--- config.mk ---
export PLATFORM = sky130hd
export DESIGN_NAME = ns5_shaper
export DESIGN_NICKNAME = d
export VERILOG_FILES = /design/src/rtl/ns5_pkg.sv /design/src/rtl/ns5_rate_ctrl.sv /design/src/rtl/ns5_quantizer.sv /design/src/rtl/ns5_errloop.sv /design/src/rtl/ns5_shaper.sv
export SDC_FILE = /design/constraint.sdc
export NUM_CORES = 1
export LEC_CHECK = 0
export BUFFER_PORTS_ARGS = -buffer_cell sky130_fd_sc_hd__buf_2
export CORE_MARGIN = 2
export CORE_UTILIZATION = 55
export CTS_BUF_LIST = sky130_fd_sc_hd__clkbuf_16
export DETAILED_ROUTE_END_ITERATION = 8
export PLACE_DENSITY = 0.72
export SETUP_SLACK_MARGIN = 0.3
export SLEW_MARGIN = 30
export SYNTH_ARGS = -nofsm -noshare
export SYNTH_HDL_FRONTEND = slang
export SYNTH_SLANG_ARGS = --single-unit
export TNS_END_PERCENT = 30
--- constraint.sdc ---
create_clock -name clk -period 17.27 [get_ports clk]
set_input_delay 0.8635 -clock clk [delete_from_list [all_inputs] [get_ports clk]]
set_output_delay 0.8635 -clock clk [all_outputs]
set_load 0.02 [all_outputs]
--- src/rtl/ns5_pkg.sv ---
package ns5_pkg;

    typedef enum logic [0:0] {
        ST_IDLE = 1'b0,
        ST_RUN  = 1'b1
    } rate_state_e;

    localparam int NUM_LEVELS = 5;
    localparam int NUM_THRESH = NUM_LEVELS - 1;
    localparam int MID_CODE   = 2;

endpackage

--- src/rtl/ns5_rate_ctrl.sv ---
module ns5_rate_ctrl
    import ns5_pkg::*;
#(
    parameter int OSR_DIV = 8
) (
    input  logic clk,
    input  logic rst,
    input  logic run_en,
    output logic tick
);

    localparam int CW = (OSR_DIV > 2) ? $clog2(OSR_DIV) : 1;
    localparam logic [CW-1:0] LAST = CW'(OSR_DIV - 1);

    rate_state_e     state_q, state_d;
    logic [CW-1:0]   cnt_q, cnt_d;

    always_ff @(posedge clk) begin
        if (rst) begin
            state_q <= ST_IDLE;
            cnt_q   <= '0;
        end else begin
            state_q <= state_d;
            cnt_q   <= cnt_d;
        end
    end

    always_comb begin
        state_d = state_q;
        cnt_d   = cnt_q;
        unique case (state_q)
            ST_IDLE: begin
                cnt_d = '0;
                if (run_en) state_d = ST_RUN;
            end
            ST_RUN: begin
                if (!run_en) begin
                    state_d = ST_IDLE;
                    cnt_d   = '0;
                end else begin
                    cnt_d = (cnt_q == LAST) ? '0 : cnt_q + 1'b1;
                end
            end
            default: begin
                state_d = ST_IDLE;
                cnt_d   = '0;
            end
        endcase
    end

    assign tick = (state_q == ST_RUN) && (cnt_q == LAST);

    // the update strobe is never wider than one cycle
    assert_tick_gap_R2: assert property (@(posedge clk) disable iff (rst)
        tick |=> !tick)
        else $error("update strobe fired on consecutive cycles");

    // no update while the controller idles
    assert_idle_no_tick_R3: assert property (@(posedge clk) disable iff (rst)
        (state_q == ST_IDLE) |-> !tick)
        else $error("update strobe in idle state");

endmodule

--- src/rtl/ns5_quantizer.sv ---
module ns5_quantizer
    import ns5_pkg::*;
#(
    parameter int W  = 16,
    parameter int WA = 21
) (
    input  logic signed [WA-1:0] u_sum,
    output logic        [2:0]    q_code
);

    localparam int HALF_STEP = 2 ** (W - 3);

    logic [NUM_THRESH-1:0] at_or_above;

    for (genvar i = 0; i < NUM_THRESH; i++) begin : g_thr
        localparam int THR_I = (2 * i - 3) * HALF_STEP;
        localparam logic signed [WA-1:0] THR = WA'(THR_I);
        assign at_or_above[i] = (u_sum >= THR);
    end

    always_comb begin
        q_code = 3'd0;
        for (int k = 0; k < NUM_THRESH; k++) begin
            q_code = q_code + {2'b00, at_or_above[k]};
        end
    end

endmodule

--- src/rtl/ns5_errloop.sv ---
module ns5_errloop
    import ns5_pkg::*;
#(
    parameter int W     = 16,
    parameter int LIMIT = 32768,
    parameter int WE    = 17,
    parameter int WA    = 21
) (
    input  logic                 clk,
    input  logic                 rst,
    input  logic                 tick,
    input  logic signed [W-1:0]  din,
    input  logic        [2:0]    q_code,
    output logic signed [WA-1:0] u_sum,
    output logic        [2:0]    lvl_code,
    output logic                 lvl_valid
);

    localparam logic signed [WA-1:0] STEP  = WA'(2 ** (W - 2));
    localparam logic signed [WA-1:0] LIM_P = WA'(LIMIT);
    localparam logic signed [WA-1:0] LIM_N = WA'(-LIMIT);

    logic signed [WE-1:0] e1_q, e2_q, e3_q;
    logic        [2:0]    code_q;
    logic                 vld_q;

    logic signed [WA-1:0] x_ext, e1_x, e2_x, e3_x, lvl, err;
    logic                 err_ovf;

    always_comb begin
        x_ext = WA'(din);
        e1_x  = WA'(e1_q);
        e2_x  = WA'(e2_q);
        e3_x  = WA'(e3_q);
        u_sum = x_ext + (e1_x <<< 1) + e1_x - (e2_x <<< 1) - e2_x + e3_x;
        unique case (q_code)
            3'd0:    lvl = -(STEP <<< 1);
            3'd1:    lvl = -STEP;
            3'd2:    lvl = '0;
            3'd3:    lvl = STEP;
            3'd4:    lvl = STEP <<< 1;
            default: lvl = '0;
        endcase
        err     = u_sum - lvl;
        err_ovf = (err > LIM_P) || (err < LIM_N);
    end

    always_ff @(posedge clk) begin
        if (rst) begin
            e1_q   <= '0;
            e2_q   <= '0;
            e3_q   <= '0;
            code_q <= 3'(MID_CODE);
            vld_q  <= 1'b0;
        end else begin
            vld_q <= tick;
            if (tick) begin
                code_q <= q_code;
                if (err_ovf) begin
                    e1_q <= '0;
                    e2_q <= '0;
                    e3_q <= '0;
                end else begin
                    e3_q <= e2_q;
                    e2_q <= e1_q;
                    e1_q <= WE'(err);
                end
            end
        end
    end

    assign lvl_code  = code_q;
    assign lvl_valid = vld_q;

    // a valid strobe follows every update and nothing else
    assert_valid_follows_R2: assert property (@(posedge clk) disable iff (rst)
        tick |=> lvl_valid)
        else $error("missing valid after update");
    assert_valid_only_R2: assert property (@(posedge clk) disable iff (rst)
        !tick |=> !lvl_valid)
        else $error("valid without update");

    // code holds between updates
    assert_code_hold_R3: assert property (@(posedge clk) disable iff (rst)
        !tick |=> $stable(lvl_code))
        else $error("code changed without update");

    // code stays within the five levels
    assert_code_range_R4: assert property (@(posedge clk) disable iff (rst)
        lvl_code <= 3'd4)
        else $error("code out of range");

    // stored errors never exceed the limit
    assert_err_bounded_R7: assert property (@(posedge clk) disable iff (rst)
        (WA'(e1_q) <= LIM_P) && (WA'(e1_q) >= LIM_N))
        else $error("error state beyond limit");

    // an overflowing update clears all state
    assert_clear_on_ovf_R7: assert property (@(posedge clk) disable iff (rst)
        (tick && err_ovf) |=> (e1_q == '0) && (e2_q == '0) && (e3_q == '0))
        else $error("state not cleared after overflow");

    // zero input with clear state yields the mid code
    assert_zero_mid_R8: assert property (@(posedge clk) disable iff (rst)
        (tick && din == '0 && e1_q == '0 && e2_q == '0 && e3_q == '0)
        |=> lvl_code == 3'(MID_CODE))
        else $error("zero input did not give mid code");

endmodule

--- src/rtl/ns5_shaper.sv ---
module ns5_shaper
    import ns5_pkg::*;
#(
    parameter int W         = 16,
    parameter int OSR_DIV   = 8,
    parameter int ERR_LIMIT = 2 ** (W - 1)
) (
    input  logic                clk,
    input  logic                rst,
    input  logic                mod_en,
    input  logic signed [W-1:0] pcm_in,
    output logic        [2:0]   lvl_code,
    output logic                lvl_valid
);

    localparam int WE   = $clog2(ERR_LIMIT) + 2;
    localparam int WMAX = (WE > W) ? WE : W;
    localparam int WA   = WMAX + 4;

    logic                 tick;
    logic signed [WA-1:0] u_sum;
    logic        [2:0]    q_code;

    ns5_rate_ctrl #(.OSR_DIV(OSR_DIV)) u_rate (
        .clk    (clk),
        .rst    (rst),
        .run_en (mod_en),
        .tick   (tick)
    );

    ns5_quantizer #(.W(W), .WA(WA)) u_quant (
        .u_sum  (u_sum),
        .q_code (q_code)
    );

    ns5_errloop #(.W(W), .LIMIT(ERR_LIMIT), .WE(WE), .WA(WA)) u_loop (
        .clk       (clk),
        .rst       (rst),
        .tick      (tick),
        .din       (pcm_in),
        .q_code    (q_code),
        .u_sum     (u_sum),
        .lvl_code  (lvl_code),
        .lvl_valid (lvl_valid)
    );

endmodule

---- Word level (Yosys, flattened, before mapping) ----
Cells that the tools add are included.
Widths: inputs -> output; s select.
storage, ports and cells
  register bits ........................... 59
  output and inout bits ................... 4
  input port bits ......................... 19
cells by class
  bitwise gates (word level) .............. 1
  order comparisons ....................... 6
  reductions and logical operators ........ 3
  add/sub/neg operators ................... 10
  eq/ne operators ......................... 4
  multiplexer cells ....................... 8
operators with widths
  cell                  count
  $pmux 21 s4           1
  $mux 17               3
  $ge 21x16->1 const B  2
  $add 21x17->21        1
  $ge 21x14->1 const B  1
  $ge 21x15->1 const B  1
  $gt 21x17->1 const B  1
  $lt 21x16->1 const B  1
  $sub 21x17->21        1
  $sub 21x18->21        1
  $sub 21x21->21        1
  $add 19x17->20        1
  $add 16x18->19        1
  $add 3x1->3           2
  $eq 3x3->1 const B    2
  $mux 3                2
  $pmux 3 s2            1
  $add 3x1->3 const B   1
  $eq 3x1->1 const B    1
  $eq 3x2->1 const B    1
  $logic_not 3->1       1
  $add 1x1->2           1
  $logic_and 1x1->1     1
  $logic_or 1x1->1      1
  2 further kinds       2

---- Depth between registers and ports, before layout ----
  word-level depth ........................ 15
  mapped depth ............................ 42
  depth with buffers taken out ............ 40

---- By module ----
Synthesis repeated with hierarchy kept, for this count alone.
second synthesis, totals
  cells, all modules ...................... 765
  area, all modules ....................... 6,434.9 µm²
by module, submodules not included
  module         cells each  area each (µm²)  instances
  ns5_errloop    740         6,184.7          1
  ns5_rate_ctrl  12          152.6            1
  ns5_quantizer  13          97.6             1

---- Worst setup path after synthesis ----
No wires, ideal clock.
  kind .................................... input to register
  start point ............................. input pcm_in[1]
  end point ............................... register u_loop.e2_q[0]
  cell stages on the path ................. 40
  required time ........................... 17.173 ns
  slack ................................... 7.695 ns
  data arrival time ....................... 9.479 ns
  setup time .............................. 0.097 ns
  path through ............................ fa_1 ha_1 inv_1 fa_1 nor2b_1 o31a_1 o311ai_0 nand2_1 or2_2 a21oi_1 xor2_1 fa_1 inv_1 fa_1 ha_1 nand2_1 o21ai_0 nor2_1 [... 4 more ...] a31o_2 ha_1 inv_1 fa_1 inv_1 ha_1 inv_1 a31oi_1 ha_1 nor2b_1 o21a_1 or4_1 a2111oi_2 o2111ai_1 nor4_4 a311oi_4 buf_6 o41ai_4
on the way
  longest elaborated chain between the ends .. 15
  elaborated cells on any way between the ends .. 22
RTL lines
  item                                                 line                 text
  from (decl)                                          ns5_shaper.sv:11     input logic signed [W-1:0] pcm_in,
  $add 16x18->19 (*)                                   ns5_errloop.sv:35    u_sum = x_ext + (e1_x <<< 1) + e1_x - (e2_x <<< 1) - e2_x + e3_x;
  $add 19x17->20 (*)                                   ns5_errloop.sv:35
  $sub 21x18->21 (*)                                   ns5_errloop.sv:35
  $sub 21x17->21 (*)                                   ns5_errloop.sv:35
  $add 21x17->21 (*)                                   ns5_errloop.sv:35
  $ge 21x16->1 / $ge 21x14->1 (equally long branches)  ns5_quantizer.sv:18  assign at_or_above[i] = (u_sum >= THR);
  $add 1x1->2                                          ns5_quantizer.sv:24  q_code = q_code + {2'b00, at_or_above[k]};
  $add 3x1->3                                          ns5_quantizer.sv:24
  $add 3x1->3 (*)                                      ns5_quantizer.sv:24
  named net q_code[1]                                  ns5_shaper.sv:22     logic [2:0] q_code;
  $eq 3x3->1 (tied with other cells)                   ns5_errloop.sv:36    unique case (q_code)
  $pmux 21 s4 (*)                                      ns5_errloop.sv:36
  $sub 21x21->21 (*)                                   ns5_errloop.sv:44    err = u_sum - lvl;
  $gt 21x17->1 / $lt 21x16->1 (equally long branches)  ns5_errloop.sv:45    err_ovf = (err > LIM_P) || (err < LIM_N);
  $logic_or 1x1->1 (*)                                 ns5_errloop.sv:45
  $mux 17 (*)                                          ns5_errloop.sv:59    if (err_ovf) begin
  to (signal assigned)                                 ns5_errloop.sv:65    e2_q <= e1_q;
  to (decl)                                            ns5_errloop.sv:23    logic signed [WE-1:0] e1_q, e2_q, e3_q;
Mark *: on every way through the listed nets, which the timed path passes. The rest lies on a longest branch.
A chain may end at the register's enable or synchronous reset.

---- Worst setup path after layout ----
  start point ............................. input pcm_in[1]
  end point ............................... register u_loop.e2_q[9]
The elaborated chain is that of the path after synthesis.

==> summary by stage <==
Outcome
The run finished with clean final reports.

Yosys
After synthesis, the mean cell area works out to 8.701 µm². Summing the areas of all xor and xnor instances in the mapped netlist gives 3.780% of the synthesized area. The fraction of the yosys area taken by sequential cells is 18.88%. The simple-gate share of the synthesized area is 18.92%. The share of cell area taken by muxes after synthesis is 0.4800%.

Summing the areas of all compound-gate instances in the mapped netlist gives 22.94% of the synthesized area. The mapped netlist covers 0.006256 mm². Synthesis inferred 59 register bits. The cell count after synthesis came out at 719.

In the synthesized netlist the dominant register cell turns out to be dfxtp_1. The async set-reset flop share out of synthesis is 0%. The combinational family with the most area after synthesis is adder cells. Counting flops with a built-in enable in the synthesized netlist gives 0. The arithmetic-cell share of the synthesized area counting full adders, half adders and majority gates is 28.00%. The synthesized netlist net count is 845. The number of warnings issued by yosys is 0.

After synthesis, the netlist uses 77 different library cells.

STA
The final critical path takes up 65.25% of the cycle. The count of final max-slew check failures is 0. The count of final setup violators is 0. Summed over all failing endpoints, the final setup total negative slack is 0 ps. The post-layout worst setup margin is 6001 ps. The time the final worst path needs with I/O delays and setup is 11270 ps.

For the pin with the worst max-slew slack, the measured transition is 970.2 ps. The maximum clock frequency is 88.74 MHz. Measured against its own limit, the worst slew margin works out to 35.25%. Setup repair after global routing left no endpoint under its margin. For the final database, setup skew stands at 5.202 ps. The count of endpoints failing hold in the final timing report is 0.

Clock tree
CTS saw 59 sinks. TritonCTS built the clock tree. The clock slew seen by the registers of the worst setup and hold paths is 50 ps. For the worst-skew pair, the clock arrives at the later sink with an insertion delay of 330 ps. The clock root buffer is clkbuf_16.

The total clock buffers created by CTS is 9. The buffer levels on the longest clock path is 2. In this run the number of H-tree levels came out at 3. The count of cells resized by post-cts repair is 0. The total setup buffers inserted after CTS is 0. Buffers inserted to repair hold after CTS numbered 0.

Worst setup path
The critical path capture point type is a register. The arrival time reported for the critical path endpoint is 11470 ps. The largest stage delay on the critical path is 990 ps.

At the worst endpoint, the required time is 17470 ps. The worst setup path is of the input port to register kind. The slowest stage of the critical path is the nor2_2 cell.

Of all nets on the critical path, the largest fanout is 18. The worst setup path is launched from an input port.

Drt
The detail-routed via count per cell is 6.129. Summed over all nets, wire length on met2 after detailed routing comes to 7419 µm. Wire segments on met3 add up to 601 µm in the final route.

The routed metal-1 wirelength is 6545 µm. The remaining design rule violation count is 0. The post-detailed-route count of antenna-violating nets is 0. Dividing the detail-routed wire length by the instance count gives 17.25 µm. The number of violations reported at the end of detailed-routing iteration 0 is 400. The uppermost layer routed is met4.

The sum of routed wire length over all layers is 14970 µm. The number of iterations in the first detailed-routing pass is 4. The total via count after detailed routing is 5320.

Layout
In the final layout, the share of cells above drive strength 1 is 10.71%. The library cell used most frequently in the layout, excluding fill and tap cells, is nand2_1. The layout overhead on the synthesized area is 6.400%. The antenna diode count is 0. In the layout the commonest cells are nand2_1, inv_1, dfxtp_1. The number of nets in the layout is 853.

The filler cell count in the final layout is 955.

Global routing
The number of antenna violations at the first check in global routing was 0. The first global-routing pass estimated 26250 µm of wire. Summed over all layers, the global routing overflow is 0.

The largest net degree at the start of global routing is 41. The via count of the first global-routing pass is 5592. In the global route stage, overall resource usage came out at 25.83%.

Floorplanning
The starting utilization of the core area is 56.96%. The die is 110.7 µm tall. The core outline area is 0.01098 mm².

The die footprint is 0.01224 mm². Row generation in the floorplan step produced 38 rows. For this design the top-level I/O count stands at 23.

The die span in x is 110.7 µm.

Placed design
The detailed-placement wirelength estimate is 11490 µm. At the end of routability-driven placement, the weighted congestion stood at 0.8964. At the placement stage, the worst setup path has a slack of 5740 ps.

The quantity of I/O buffers inserted on ports is 22.

Power
Dividing total power by cell area gives a power density of 96.64 mW/mm². The maximum resistive drop on vdd is 69.29 µV. The static leakage is 2.690 nW.

Hold path
In this run the worst hold path is classified as register to register.

Run
The max-cap check violation count is 0.
## through the flow
stage	std cells	utilization [%]	instance area, µm²	total power [mW]	hold WS (ps)
after floorplan	719	-	6256	0.4303	398.4
after global placement	856	58.45	6420	0.4796	406.9
after detailed placement	856	58.45	6420	0.4884	428.9
after CTS	868	60.61	6656	0.6429	435.2
after global routing	868	60.61	6656	0.6869	447.6
final	868	60.61	6656	0.6433	426.6
## cell usage after synthesis (all sizes together) (6+ instances only)
cell type	instances	area, µm²
a211oi	6	45.04
nor3b	9	67.56
nor2b	6	45.04
xnor2	17	148.9
a31oi	6	37.54
clkbuf	18	67.56
inv	70	262.8
dfxtp	59	1181
nor2	28	107.6
nand4	6	37.54
nor3	17	85.08
buf	12	95.08
ha	52	650.6
nand2	83	311.6
nor4	8	65.06
nand3b	10	75.07
o21a	10	75.07
nand2b	10	62.56
xor2	10	87.58
a21oi	31	155.2
o31ai	34	279.0
fa	55	1101
nand3	8	40.04
and3	8	50.05
or3	15	93.84
or4	6	48.80
o21ai	58	350.3
## routing by layer
layer  up-vias  global-route usage, %
met4         0                  11.00
met3        37                  4.593
li1       2563                      -
met1      2601                  32.00
met5         -                      0
met2       119                  44.29
## critical path: cells and delay by family
kind,cells,cell delay (ps)
fa+ha+maj,10,3300
buf+inv,8,950
simple gates,10,3090
xor+xnor,1,220
compound gates,12,2990
## power by group
| part | internal (mW) | switching (mW) |
|---|---|---|
| clock | 0.0920 | 0.0605 |
| combinational | 0.111 | 0.244 |
| sequential | 0.137 | 0.000112 |
| total | 0.339 | 0.304 |
## cell type report
class                      instances  area (µm²)  area share, %
tap                              140       175.2          2.632
inverter                          71       266.5          4.004
clock buffer                       9       225.2          3.383
multi-input combinational        558        4642          69.74
sequential                        59        1181          17.74
clock inverter                     3       11.26         0.1692
timing repair buffer              28       155.1          2.331
## flip-flops by register name, indices dropped and copies added, names as in the netlist
| register | flops |
|---|---|
| u_loop.lvl_code | 3 |
| u_loop.lvl_valid | 1 |
| u_loop.e3_q | 17 |
| u_rate.cnt_q | 3 |
| u_rate.state_q | 1 |
| u_loop.e1_q | 17 |
| u_loop.e2_q | 17 |
## cell families after synthesis
logic type / after synthesis
buffers and inverters: 102
adders and majority gates: 107
xor gates and xnor gates: 27
DFF: 59
muxes: 3
and+or+nand+nor: 226
AOI/OAI and AO/OA: 195
## final timing paths
path	cells after the start	from	slack, ps	end
hold / removal	1	u_rate.cnt_q[0]	430	u_rate.cnt_q[0]
setup / recovery	41	pcm_in[1]	6000	u_loop.e2_q[9]
setup reg to reg	40	u_loop.e1_q[1]	6210	u_loop.e2_q[9]
hold reg to reg	1	u_rate.cnt_q[0]	430	u_rate.cnt_q[0]
Power figures use the tool's default switching activity.
